File: src/rtl/ordq_pkg.sv
`timescale 1ns/1ps
package ordq_pkg;
  localparam int NUM_CLS = 5;
  localparam int CLS_W   = 3;

  typedef enum logic [CLS_W-1:0] {
    CLS_PW    = 3'd0,
    CLS_RDREQ = 3'd1,
    CLS_WRREQ = 3'd2,
    CLS_RDCPL = 3'd3,
    CLS_WRCPL = 3'd4
  } txn_cls_e;
endpackage

File: src/rtl/ordq_pass_rule.sv
`timescale 1ns/1ps
module ordq_pass_rule
  import ordq_pkg::*;
(
  input  txn_cls_e young,
  input  txn_cls_e old,
  input  logic     relax_pw,
  input  logic     relax_cpl,
  output logic     may_pass
);
  logic young_cpl, old_req, old_dly, hold;

  always_comb begin
    young_cpl = (young == CLS_RDCPL) || (young == CLS_WRCPL);
    old_req   = (old == CLS_RDREQ) || (old == CLS_WRREQ);
    old_dly   = (old != CLS_PW);
    hold = 1'b0;
    // same class keeps arrival order
    if (young == old) hold = 1'b1;
    // nothing but a write completion overtakes a posted write
    if (old == CLS_PW && young != CLS_WRCPL) hold = 1'b1;
    // relaxed: posted write stays behind delayed traffic
    if (relax_pw && young == CLS_PW && old_dly) hold = 1'b1;
    // relaxed: completion stays behind requests
    if (relax_cpl && young_cpl && old_req) hold = 1'b1;
    may_pass = !hold;
  end
endmodule

File: src/rtl/ordq_store.sv
`timescale 1ns/1ps
module ordq_store
  import ordq_pkg::*;
#(
  parameter  int DEPTH = 8,
  parameter  int IDX_W = 8,
  localparam int CNT_W = $clog2(DEPTH + 1)
) (
  input  logic             clk,
  input  logic             rst_n,
  input  logic             push,
  input  txn_cls_e         push_cls,
  input  logic [IDX_W-1:0] push_idx,
  input  logic             pop,
  input  logic [DEPTH-1:0] pop_sel,
  output logic [DEPTH-1:0] ent_vld,
  output txn_cls_e         ent_cls [DEPTH],
  output logic [IDX_W-1:0] ent_idx [DEPTH],
  output logic [CNT_W-1:0] count
);
  txn_cls_e         cls_q [DEPTH];
  logic [IDX_W-1:0] idx_q [DEPTH];
  txn_cls_e         cls_n [DEPTH];
  logic [IDX_W-1:0] idx_n [DEPTH];
  logic [DEPTH-1:0] shift_m;
  logic [CNT_W-1:0] wr_pos, count_n;

  always_comb begin
    shift_m[0] = pop & pop_sel[0];
    for (int i = 1; i < DEPTH; i++) shift_m[i] = shift_m[i-1] | (pop & pop_sel[i]);
    wr_pos  = count - CNT_W'(pop);
    count_n = count + CNT_W'(push) - CNT_W'(pop);
    for (int i = 0; i < DEPTH; i++) begin
      int src;
      src = (i < DEPTH - 1) ? i + 1 : i;
      cls_n[i] = cls_q[i];
      idx_n[i] = idx_q[i];
      if (shift_m[i]) begin
        cls_n[i] = cls_q[src];
        idx_n[i] = idx_q[src];
      end
      if (push && CNT_W'(i) == wr_pos) begin
        cls_n[i] = push_cls;
        idx_n[i] = push_idx;
      end
    end
  end

  always_ff @(posedge clk) begin
    if (!rst_n) begin
      count <= '0;
      for (int i = 0; i < DEPTH; i++) begin
        cls_q[i] <= CLS_PW;
        idx_q[i] <= '0;
      end
    end else begin
      count <= count_n;
      for (int i = 0; i < DEPTH; i++) begin
        cls_q[i] <= cls_n[i];
        idx_q[i] <= idx_n[i];
      end
    end
  end

  for (genvar g = 0; g < DEPTH; g++) begin : g_out
    assign ent_vld[g] = CNT_W'(g) < count;
    assign ent_cls[g] = cls_q[g];
    assign ent_idx[g] = idx_q[g];
  end

  // occupancy moves by exactly push minus pop
  a_r11_count_step: assert property (@(posedge clk) disable iff (!rst_n)
    $past(rst_n) |-> count == $past(count) + CNT_W'($past(push)) - CNT_W'($past(pop)));
  a_r10_bounded: assert property (@(posedge clk) disable iff (!rst_n)
    count <= CNT_W'(DEPTH));
endmodule

File: src/rtl/ordq_pick.sv
`timescale 1ns/1ps
module ordq_pick
  import ordq_pkg::*;
#(
  parameter int DEPTH = 8
) (
  input  logic               clk,
  input  logic               rst_n,
  input  logic [DEPTH-1:0]   ent_vld,
  input  txn_cls_e           ent_cls [DEPTH],
  input  logic [NUM_CLS-1:0] cls_ready,
  input  logic               relax_pw,
  input  logic               relax_cpl,
  output logic [DEPTH-1:0]   sel_oh,
  output logic               any
);
  logic [DEPTH-1:0] ok_m [DEPTH];
  logic [DEPTH-1:0] elig;

  for (genvar i = 0; i < DEPTH; i++) begin : g_row
    for (genvar j = 0; j < DEPTH; j++) begin : g_col
      if (j < i) begin : g_older
        logic mp;
        ordq_pass_rule u_rule (
          .young     (ent_cls[i]),
          .old       (ent_cls[j]),
          .relax_pw  (relax_pw),
          .relax_cpl (relax_cpl),
          .may_pass  (mp)
        );
        assign ok_m[i][j] = mp | ~ent_vld[j];
      end else begin : g_young
        assign ok_m[i][j] = 1'b1;
      end
    end
    assign elig[i] = ent_vld[i] & cls_ready[ent_cls[i]] & (&ok_m[i]);
  end

  // oldest eligible entry wins
  assign sel_oh = elig & ~(elig - DEPTH'(1));
  assign any    = |elig;

  a_r9_single_pick: assert property (@(posedge clk) disable iff (!rst_n)
    $onehot0(sel_oh) && (any == (sel_oh != '0)));
  a_r9_pick_valid: assert property (@(posedge clk) disable iff (!rst_n)
    (sel_oh & ~ent_vld) == '0);
endmodule

File: src/rtl/bridge_order_queue.sv
`timescale 1ns/1ps
module bridge_order_queue
  import ordq_pkg::*;
#(
  parameter int DEPTH = 8,
  parameter int IDX_W = 8
) (
  input  logic               clk,
  input  logic               rst_n,
  input  logic               relax_pw,
  input  logic               relax_cpl,
  input  logic               in_valid,
  output logic               in_ready,
  input  logic [2:0]         in_cls,
  input  logic [IDX_W-1:0]   in_idx,
  input  logic [4:0]         cls_ready,
  output logic               out_valid,
  output logic [2:0]         out_cls,
  output logic [IDX_W-1:0]   out_idx,
  output logic               full,
  output logic               empty,
  output logic               overflow
);
  localparam int CNT_W = $clog2(DEPTH + 1);

  logic [DEPTH-1:0] ent_vld, sel_oh, pw_vec, same_vec;
  txn_cls_e         ent_cls [DEPTH];
  logic [IDX_W-1:0] ent_idx [DEPTH];
  logic [CNT_W-1:0] count;
  logic             push, pop, any;
  txn_cls_e         sel_cls;

  assign full     = (count == CNT_W'(DEPTH));
  assign empty    = (count == '0);
  assign in_ready = !full;
  assign push     = in_valid && in_ready;
  assign pop      = any;

  ordq_store #(.DEPTH(DEPTH), .IDX_W(IDX_W)) u_store (
    .clk      (clk),
    .rst_n    (rst_n),
    .push     (push),
    .push_cls (txn_cls_e'(in_cls)),
    .push_idx (in_idx),
    .pop      (pop),
    .pop_sel  (sel_oh),
    .ent_vld  (ent_vld),
    .ent_cls  (ent_cls),
    .ent_idx  (ent_idx),
    .count    (count)
  );

  ordq_pick #(.DEPTH(DEPTH)) u_pick (
    .clk       (clk),
    .rst_n     (rst_n),
    .ent_vld   (ent_vld),
    .ent_cls   (ent_cls),
    .cls_ready (cls_ready),
    .relax_pw  (relax_pw),
    .relax_cpl (relax_cpl),
    .sel_oh    (sel_oh),
    .any       (any)
  );

  always_comb begin
    sel_cls = CLS_PW;
    out_idx = '0;
    for (int i = 0; i < DEPTH; i++) begin
      if (sel_oh[i]) begin
        sel_cls = ent_cls[i];
        out_idx = ent_idx[i];
      end
    end
    for (int i = 0; i < DEPTH; i++) begin
      pw_vec[i]   = ent_vld[i] && ent_cls[i] == CLS_PW;
      same_vec[i] = ent_vld[i] && ent_cls[i] == sel_cls;
    end
  end

  assign out_valid = any;
  assign out_cls   = sel_cls;

  always_ff @(posedge clk) begin
    if (!rst_n) overflow <= 1'b0;
    else        overflow <= in_valid && full;
  end

  a_r2_ready_class: assert property (@(posedge clk) disable iff (!rst_n)
    out_valid |-> cls_ready[out_cls]);
  a_r3_class_fifo: assert property (@(posedge clk) disable iff (!rst_n)
    out_valid |-> ((sel_oh - DEPTH'(1)) & same_vec) == '0);
  a_r4_no_pass_pw: assert property (@(posedge clk) disable iff (!rst_n)
    (out_valid && sel_cls != CLS_WRCPL) |-> ((sel_oh - DEPTH'(1)) & pw_vec) == '0);
  a_r10_no_overflow: assert property (@(posedge clk) disable iff (!rst_n)
    (in_valid && full) |=> overflow);
  a_r10_full_stays: assert property (@(posedge clk) disable iff (!rst_n)
    (full && !out_valid) |=> full);
endmodule

File: config.mk
export PLATFORM = sky130hd
export DESIGN_NAME = bridge_order_queue
export DESIGN_NICKNAME = d
export VERILOG_FILES = /design/src/rtl/ordq_pkg.sv /design/src/rtl/ordq_pass_rule.sv /design/src/rtl/ordq_store.sv /design/src/rtl/ordq_pick.sv /design/src/rtl/bridge_order_queue.sv
export SDC_FILE = /design/constraint.sdc
export NUM_CORES = 1
export LEC_CHECK = 0
export BUFFER_PORTS_ARGS = -buffer_cell sky130_fd_sc_hd__buf_2
export CAP_MARGIN = 20
export CORE_MARGIN = 2
export CORE_UTILIZATION = 45
export CTS_CLUSTER_DIAMETER = 150
export DETAILED_ROUTE_END_ITERATION = 10
export HOLD_SLACK_MARGIN = 0.15
export PLACE_DENSITY = 0.67
export SYNTH_ARGS = -nofsm -noshare
export SYNTH_HDL_FRONTEND = slang
export SYNTH_SLANG_ARGS = --single-unit
File: constraint.sdc
create_clock -name clk -period 6.15 [get_ports clk]
set_input_delay 1.23 -clock clk [delete_from_list [all_inputs] [get_ports clk]]
set_output_delay 1.23 -clock clk [all_outputs]
set_load 0.03 [all_outputs]
# ---- Yosys cells after proc, flatten, opt, wreduce, memory -nomap -nowiden
# Memories as Yosys holds them, arrays and structs flattened.
# Cells that the tools add are included.
dict set report totals {
  reg_bits 5
  mem_bits_ro 0
  memories 2
  ramBits 88
  latch_bits 0
}
dict set report op_classes {
  n_shift 0
  mux 192
  order_cmp 16
  reduce_logical 175
  multipliers 0
  n_bitwise 81
  n_eq_ne 71
  n_addsub 4
  div_mod_pow 0
}
# memory depth width read_ports rd_ports_with_merged_regs write_ports line_no
set memory_table {}
lappend memory_table {u_store.idx_q 8 8 8 0 8 ordq_store.sv:22} ;# logic [IDX_W-1:0] idx_q [DEPTH];
lappend memory_table {u_store.cls_q 8 3 8 0 8 ordq_store.sv:21} ;# txn_cls_e cls_q [DEPTH];
# cell count
set ops {}
lappend ops {{8-bit 2-to-1 mux} 31}
lappend ops {{1-bit 2-to-1 mux} 122}
lappend ops {{1-bit logical AND} 108}
lappend ops {{3-bit 2-to-1 mux} 31}
lappend ops {{3-bit equality test} 28}
lappend ops {{1-bit OR} 50}
lappend ops {{3-bit by 2-bit equality test with 1-bit output, second input constant} 14}
lappend ops {{3-bit by 4-bit < comparator with 1-bit output, second input constant} 8}
lappend ops {{1-bit logical NOT} 29}
lappend ops {{1-bit binary-select mux with 3-bit select} 8}
lappend ops {{3-bit logical NOT} 8}
lappend ops {{1-bit AND} 22}
lappend ops {{3-bit by 1-bit equality test with 1-bit output, second input constant} 7}
lappend ops {{3-bit equality test, second input constant} 7}
lappend ops {{3-bit != test, second input constant} 7}
lappend ops {{3-bit nonzero test} 7}
lappend ops {{3-bit by 4-bit equality test with 1-bit output, first input constant} 4}
lappend ops {{3-bit by 4-bit < comparator with 1-bit output, first input constant} 4}
lappend ops {{1-bit logical OR} 14}
lappend ops {{8-bit AND} 1}
lappend ops {{2-bit by 4-bit equality test with 1-bit output, first input constant} 2}
lappend ops {{4-bit logical NOT} 2}
lappend ops {{1-bit by 4-bit < comparator with 1-bit output, first input constant} 2}
lappend ops {{2-bit by 4-bit < comparator with 1-bit output, first input constant} 2}
lappend ops {{other kinds (14)} 21}

# ---- Depth between registers and ports, before layout
# Gate-level depths: netlist (run 1).
# An unclocked memory read counts as a cell.
dict set report logic_depth {
  word_depth 23
  mapped_depth 19
}

# ---- Modules after synthesis
# A second synthesis (run 1) with hierarchy kept.
dict set report unflattened {
  hier_cells 1051
  area_unflattened_um2 8817.2
}
# module seq_area_each_um2 n_inst area_per_inst_um2 cells_each
set modules_own_cells {}
lappend modules_own_cells {ordq_store 1841.8 1 4564.4 452}
lappend modules_own_cells {ordq_pass_rule 0.0 28 100.1 14}
lappend modules_own_cells {bridge_order_queue 20.0 1 754.5 110}
lappend modules_own_cells {ordq_pick 0.0 1 695.7 97}

# ---- Least setup slack after synthesis (run 1)
# Ideal clock, no wire load.
dict set report synth_timing {
  path_type {input -> register}
  from {input cls_ready[0]}
  to {memory u_store.cls_q[1][11] (netlist bit)}
  arrival_time_ps 4783
  cell_stages 14
  t_required_ps 6022
  path_slack_ps 1240
  path_buffers 2
  path_cell_list {or2_2 > mux4_2 > nand4_1 > nor4_2 > nor4_2 > clkbuf_1 > nand3_1 > ha_1 > ha_1 > xnor2_1 > nor4_1 > clkbuf_1 > mux2i_1 > nor2_1}
}
# element line_no
set synth_lines {}
lappend synth_lines {{start: declaration} bridge_order_queue.sv:16} ;# input logic [4:0] cls_ready,
lappend synth_lines {{end: declaration} ordq_store.sv:21}

==> results.txt, run 1 <==
Gates resized during post-CTS repair numbered 0. Fraction of power spent switching nets: 49.26%. The detailed router finished its first iteration with 817 violations. In this run the cell area of the synthesized design comes to 7397 um2. After synthesis, the largest area contributor takes up 25.17% of total cell area.

The standard-cell row count was 46; the part of the cycle the worst path needs was 88.82%. After routing, the total negative slack on setup checks comes to 0 ps. Once layout is complete, the utilization of the core stands at 49.60%. Number of vias per cell after detailed routing: 6.310. Type of destination of the critical path: an output pin.

STA puts the critical path data arrival time at 4230 ps. The complex-gate fraction of the synthesized area is 25.14%. Yosys instantiated no cell more often than dfxtp_1.

The H-tree generated during clock tree synthesis spans 3 levels. Across all layers, the routed design uses 7307 vias. Counting flops and latches in the post-synthesis netlist gives 93.

On the final layout, the worst clock skew is 9.251 ps. In this run, distinct cell masters in the synthesized netlist total 84. For the worst max-slew margin expressed relative to the limit, the log shows 38.68%.

The number of antenna diodes in the final layout is 0. The first global-routing pass estimated 38250 um of wire. The die is 132.2 um wide. The ratio of total power to cell area is 498.9 nW/um2.

After technology mapping, the gate count stands at 956. The logs give 27.08% for the global router's overall resource usage and 17050 um for the detailed placer's ending HPWL. The logs give 987 for the net count of the mapped netlist and 62 for the largest net degree at the start of global routing. The count of flip-flops with a built-in enable after synthesis was 0; the total die area was 17480 um2.

For the worst hold margin, the log shows 487.9 ps. The critical path is of the reg -> out type. The flow ran to the end, and the final reports show no timing, DRC or antenna violations. For this design the static power due to leakage is 2.882 nW. Sequential cells account for 27.8% of the total power. Per report_power, the clock group accounts for 14.4% of the total. The dominant combinational cell family by area after synthesis was compound AO/OA/AOI/OAI gates. The number of cells on the worst reg-to-reg path is 12. For this run, the post-layout net count is 968. At the end of routability-driven placement, the weighted congestion stood at 0.9748.

The post-synthesis adder-cell area fraction was 1.793%; the die outline height was 132.2 um. The maximum vdd drop came out at 0.0001918 V. The clock root buffer master is clkbuf_16. Overflow left after global routing: 0.

The final-report max-slew violation count was 0; the count of filler cells inserted in the layout was 1625. The clock passes through at most 2 buffers. Overall power of the completed layout: 3.960 mW. At the pin with the least slew margin, the transition time is 918.5 ps. The yosys synthesis warning count came out at 0.

The tools report the total DRC errors in the routed layout as 0. Sequential elements use 25.17% of the synthesized area. Setup repair after global routing left no endpoint under its margin. The count of input and output buffers was 36. The simple-gate portion of the synthesized area was 20.67%; the largest fanout on the critical path was 18.

The final count of hold timing violations was 0; the post-route non-filler standard cell count was 1158. Buffers added to address setup during post-CTS repair amount to 0. After detailed placement, the design holds a cell count of 1142.

From synthesis to final layout, the design area changed by 7.290%. Number of buffers inserted for hold repair after clock tree synthesis: 0. Averaged over all synthesized cells, the footprint is 7.738 um2. The initial antenna violation count is 0, and the I/O pin count is 37. The number of maximum-capacitance violations is 0, and the clock transition at the registers of the reported paths is 70 ps. For the finished layout, the period the worst path requires is 5462 ps. The peak clock frequency supported by timing came out at 183.1 MHz. The worst setup path is launched from a flip-flop. In the synthesized netlist, the cells that appear most often are dfxtp_1 (93), nor2_1 (86), nand2_1 (84), a21oi_1 (60), mux2i_1 (57). Multiplexer cells account for 8.931% of the synthesized area. Flip-flop cell with the highest count after synthesis: dfxtp_1. The worst hold path class is reg -> reg. The area of the placeable core was 16000 um2. The initial utilization of the core area, before any placement, comes to 46.23%.

Data on the critical path is required at its endpoint by 4920 ps. The run gives 2.009 mW as the internal power contribution. The cell depth of the worst hold path was 2; the post-synthesis share of cell area spent on xor and xnor gates was 9.709%.

The logs give 340 ps for the insertion delay to the later sink of the worst-skew pair and 0 for the remaining antenna violation count. For the number of buffers inserted during clock tree synthesis, the log shows 9. The routed design has 23890 um of wire. Via count of the first global-routing pass: 6749. The routed wire length per instance was 20.63 um; the clock net sink count was 93. Setup violations remaining at the end of the flow were counted as 0.

TritonCTS built the clock tree. The number of iterations in the first detailed-routing pass is 7, and the async set or reset register ratio after synthesis is 0%. The biggest area contributor in the post-synthesis netlist is dfxtp_1.

Cells with a size suffix above 1 make up 12.95% of the layout. By area the synthesized netlist is led by dfxtp_1 (25%), mux2i_1 (7.7%), xnor2_1 (5.8%). The switching power was 1.950 mW; the combinational cell fraction of total power was 57.7%.
[stage by stage]
stage	setup slack (ps)	area, um2
detailed placement	751.1	7637
CTS	725.9	7936
global route	409.4	7936
floorplan	1240	7397
global placement	870.8	7637
finish	687.6	7936
[critical path: stages, from the launching register on]
cell,delay (ps)
dfxtp_1,920
xor2_1,170
a222oi_1,500
nand2_1,250
o311ai_1,550
o211ai_1,180
buf_4,250
nor2_1,480
a221oi_1,160
o22ai_1,190
buf_2,230
[sequential cells by signal, summed over array words and instances, names as in the netlist]
signal and flops:
u_store.idx_q 64, u_store.cls_q 24, u_store.count 4, overflow 1
[power groups by stage]
stage          registers (mW)  clock network (mW)  logic, mW
3_5_place_dp             1.11                   0       2.24
4_1_cts                  1.10               0.573       2.25
5_1_grt                  1.14               0.600       2.49
6_report                 1.10               0.571       2.29
3_3_place_gp             1.11                   0       2.21
2_1_floorplan           0.898                   0       1.88
[routing by layer]
layer | wire (um) | track usage [%] | vias to the layer above
li1 | - | - | 3442
met1 | 10500 | 37.00 | 3486
met2 | 11080 | 43.08 | 315
met3 | 1436 | 3.729 | 64
met4 | 878 | 11.05 | 0
met5 | 0 | 0 | -
[logic make-up (layout without fill, tap and decap cells)]
| logic type | count (synthesis) | in the layout |
|---|---|---|
| mux | 61 | 61 |
| fa+ha+maj | 10 | 10 |
| simple gates | 302 | 302 |
| xor+xnor | 82 | 82 |
| flops | 93 | 93 |
| compound gates | 265 | 265 |
| buf+inv | 143 | 129 |
[cells in the final DEF, fill, tap and decap left out, types with 23 or more instances in the layout]
| cell type | count |
|---|---|
| a211oi_1 | 27 |
| a21oi_1 | 60 |
| a311oi_1 | 31 |
| buf_2 | 36 |
| buf_4 | 33 |
| dfxtp_1 | 93 |
| inv_1 | 43 |
| mux2i_1 | 57 |
| nand2_1 | 84 |
| nand3_1 | 27 |
| nor2_1 | 86 |
| nor3_1 | 23 |
| o21ai_0 | 35 |
| xnor2_1 | 49 |
| xor2_1 | 33 |
[final cells by class]
cell class | count | area, um2 | area share, %
multi-input combinational | 720 | 4912 | 61.89
clock inverter | 6 | 70.07 | 0.8829
sequential | 93 | 1862 | 23.46
timing repair buffer | 69 | 427.9 | 5.392
inverter | 44 | 165.2 | 2.081
clock buffer | 10 | 229.0 | 2.885
tap | 216 | 270.3 | 3.405
[final timing paths]
| path | startpoint | end | slack (ps) |
|---|---|---|---|
| worst min-delay path | u_store.idx_q[0][3] | u_store.idx_q[0][3] | 490 |
| worst max-delay path | u_store.cls_q[0][1] | out_cls[1] | 690 |
| worst max register to register | u_store.cls_q[0][1] | u_store.idx_q[1][5] | 1150 |
| worst min register to register | u_store.idx_q[0][3] | u_store.idx_q[0][3] | 490 |
(Power assumes the default switching activity.)
==> run 2, diff against run 1 <==
--- a/config.mk
+++ b/config.mk
@@ -13,6 +13,7 @@
 export DETAILED_ROUTE_END_ITERATION = 10
 export HOLD_SLACK_MARGIN = 0.15
 export PLACE_DENSITY = 0.67
+export RECOVER_POWER = 100
 export SYNTH_ARGS = -nofsm -noshare
 export SYNTH_HDL_FRONTEND = slang
 export SYNTH_SLANG_ARGS = --single-unit
==> results.txt, run 2 (same netlist as run 1, synthesis figures left out) <==
The count of input and output buffers came out at 36 (unchanged). The kind of critical path was reg -> out (unchanged). The setup violation total in the final timing report came out at 0 (unchanged). Cells along the critical path: xor2_1 -> a222oi_1 -> nand2_1 -> o311ai_1 -> o211ai_1 -> buf_4 -> nor2_1 -> a221oi_1 -> a21oi_1 -> clkbuf_1 (was xor2_1 -> a222oi_1 -> nand2_1 -> o311ai_1 -> o211ai_1 -> buf_4 -> nor2_1 -> a221oi_1 -> o22ai_1 -> buf_2).

The number of flip-flops in the largest register is 64 (unchanged), and the worst clock skew is 11.97 ps (was 9.251 ps). Initial antenna violation count: 0 (unchanged). The number of maximum-capacitance violations is 0 (unchanged).

The logs give 350 ps (was 340 ps) for the insertion delay to the later sink of the worst-skew pair and 0.0001924 V (was 0.0001918 V) for the maximum vdd drop. Clock root buffer master: clkbuf_16 (unchanged). The nature of the critical path startpoint is a flip-flop (unchanged).

The fraction of power spent switching nets is 49.36% (was 49.26%), and the total inserted antenna cells is 0 (unchanged). The run gives 14.5% (was 14.4%) as the clock network fraction of design power. The post-CTS repair timing setup buffer count is 0 (unchanged). The run gives 93 (unchanged) as the clock net sink count. The wire length of the first global-routing pass is 38250 um (unchanged). The number of buffers inserted during clock tree synthesis came out at 9 (unchanged). The critical path's top delay family is compound AO/OA/AOI/OAI gates (unchanged).

The net total in the final layout is 968 (unchanged). The setup total negative slack is 0 ps (unchanged). The buffers plus inverters on the worst setup path came out at 2 (unchanged).

The number of buffers on the longest clock path is 2 (unchanged). The number of iterations in the first detailed-routing pass was 7 (unchanged); the worst-margin pin slew was 1131 ps (was 918.5 ps). The standard-cell row count was 46 (unchanged). Largest registers ranked by flip-flop count: u_store.idx_q x64, u_store.cls_q x24, u_store.count x4 (unchanged). The clock transition at the registers of the reported paths came out at 70 ps (about the same). The area growth from synthesis to final layout is 6.698% (was 7.290%). The remaining antenna violation count is 0 (unchanged). The final RePlAce weighted congestion is 0.9748 (unchanged), and the final count of hold timing violations is 0 (unchanged).

Required arrival time at the worst endpoint: 4920 ps (about the same). The run gives 27.08% (unchanged) as the global router's overall resource usage. The most common cell after layout, fill and taps aside is dfxtp_1 (unchanged). The die outline height is 132.2 um (unchanged).

The via count of the first global-routing pass was 6749 (unchanged). The total leakage power is 2.832 nW (was 2.882 nW), and the number of levels the H-tree was split into is 3 (unchanged). Setup repair after global routing left no endpoint under its margin. The worst max-slew margin expressed relative to the limit was 24.58% (was 38.68%). The sequential group share of total power was 28.0% (was 27.8%); the final critical-path required period was 5637 ps (was 5462 ps). The routed wire length per instance is 20.69 um (was 20.63 um). The number of gates resized after cts was 0 (unchanged). The proportion of layout cells with a drive suffix above 1 is 11.25% (was 12.95%), and the area of the placeable core is 16000 um2 (unchanged).

The register with the most flip-flops is u_store.idx_q (unchanged). The wire length reported by the detailed router came out at 23960 um (was 23890 um). The switching power was 1.946 mW (was 1.950 mW).

The run gives 0 (unchanged) as the number of buffers inserted for hold repair after clock tree synthesis. The number of vias per cell after detailed routing is 6.301 (was 6.310). The effective utilization at floorplan is 46.23% (unchanged), and the final-report max-slew violation count is 0 (unchanged). The run finished with clean final reports. The arrival time reported for the critical path endpoint came out at 4410 ps (was 4230 ps).

The floorplan die width was 132.2 um (unchanged). For the detailed placer's ending HPWL, the log shows 17050 um (unchanged). The worst hold path class is reg -> reg (unchanged). Via count: 7296 (was 7307). Delay of the slowest cell on the worst path: 940 ps (was 920 ps). TritonCTS built the clock tree. The peak clock frequency supported by timing was 177.4 MHz (was 183.1 MHz). The tools report the post-route cell area as 7893 um2 (was 7936 um2).

The highest-delay cell along the critical path was dfxtp_1 (unchanged). Instance area at placement: 7637 um2 (unchanged). The largest fanout on the critical path is 18 (unchanged), and the part of the cycle the worst path needs is 91.65% (was 88.82%).

The detailed router's first-iteration violation count is 718 (was 817). The tools report the type of destination of the critical path as an output pin (unchanged). The total DRC errors in the routed layout came out at 0 (unchanged). The tools report the overflow left after global routing as 0 (unchanged). The internal power contribution came out at 1.996 mW (was 2.009 mW). Combinational cell fraction of total power: 57.4% (was 57.7%).

The tools report the total die area as 17480 um2 (unchanged). The ratio of total power to cell area works out to 499.5 nW/um2 (was 498.9 nW/um2). The run gives 62 (unchanged) as the largest net degree at the start of global routing. Most frequent cells in the layout: dfxtp_1 (93), nor2_1 (86), nand2_1 (84) (unchanged). For the I/O pin count, the log shows 37 (unchanged).
[run 2: through the flow]
step	instances	setup slack, ps	hold slack, ps	total power, mW	utilization (%)
final	1158	513.5	487.3	3.942	49.33
after global routing	1158	214.8	502.8	4.206	49.33
after CTS	1158	725.9	487.3	3.916	49.60
after detailed placement	1142	751.1	475.1	3.345	47.73
after global placement	1142	870.8	472.7	3.322	47.73
after floorplan	956	1240	458.2	2.781	-
[run 2: worst register-to-register path: cells and delay by family, from the launching register on]
family                     cells  cell delay [ps]
buffers and inverters          4             1600
xor gates and xnor gates       1              180
and+or+nand+nor                7             1750
adders and majority gates      2              680
muxes                          1              270
AOI/OAI and AO/OA              3              480
DFF                            1              360
[run 2: per-layer routing]
metal  routed length, um  vias up  part of all wire (%)  track usage (%)
met5                   0        -                     0                0
met2               11060      336                    46            43.08
li1                    -     3431                     -                -
met4                 829        0                   3.5            11.05
met3                1579       64                   6.6            3.729
met1               10480     3465                    44            37.00
[run 2: area by class of cell]
| class | count | area (um2) |
|---|---|---|
| Multi-Input combinational cell | 720 | 4895 |
| Inverter | 44 | 165.2 |
| Fill cell | 1636 | 8108 |
| Timing Repair Buffer | 69 | 401.6 |
| Tap cell | 216 | 270.3 |
| Clock buffer | 10 | 229.0 |
| Clock inverter | 6 | 70.07 |
| Sequential cell | 93 | 1862 |
[run 2: final timing paths]
check / slack, ps / startpoint / cells past startpoint / endpoint
max: 510 / u_store.cls_q[0][1] / 10 / out_idx[5]
min: 490 / u_store.idx_q[0][5] / 2 / u_store.idx_q[0][5]
min reg2reg: 490 / u_store.idx_q[0][5] / 2 / u_store.idx_q[0][5]
max reg2reg: 680 / u_store.count[2] / 18 / u_store.cls_q[1][10]
[run 2: power by group through the flow]
stage,Clock (mW),Combinational [mW],Sequential (mW)
finish,0.574,2.26,1.10
global route,0.600,2.47,1.13
CTS,0.573,2.25,1.10
detailed placement,0,2.24,1.11
global placement,0,2.21,1.11
floorplan,0,1.88,0.898
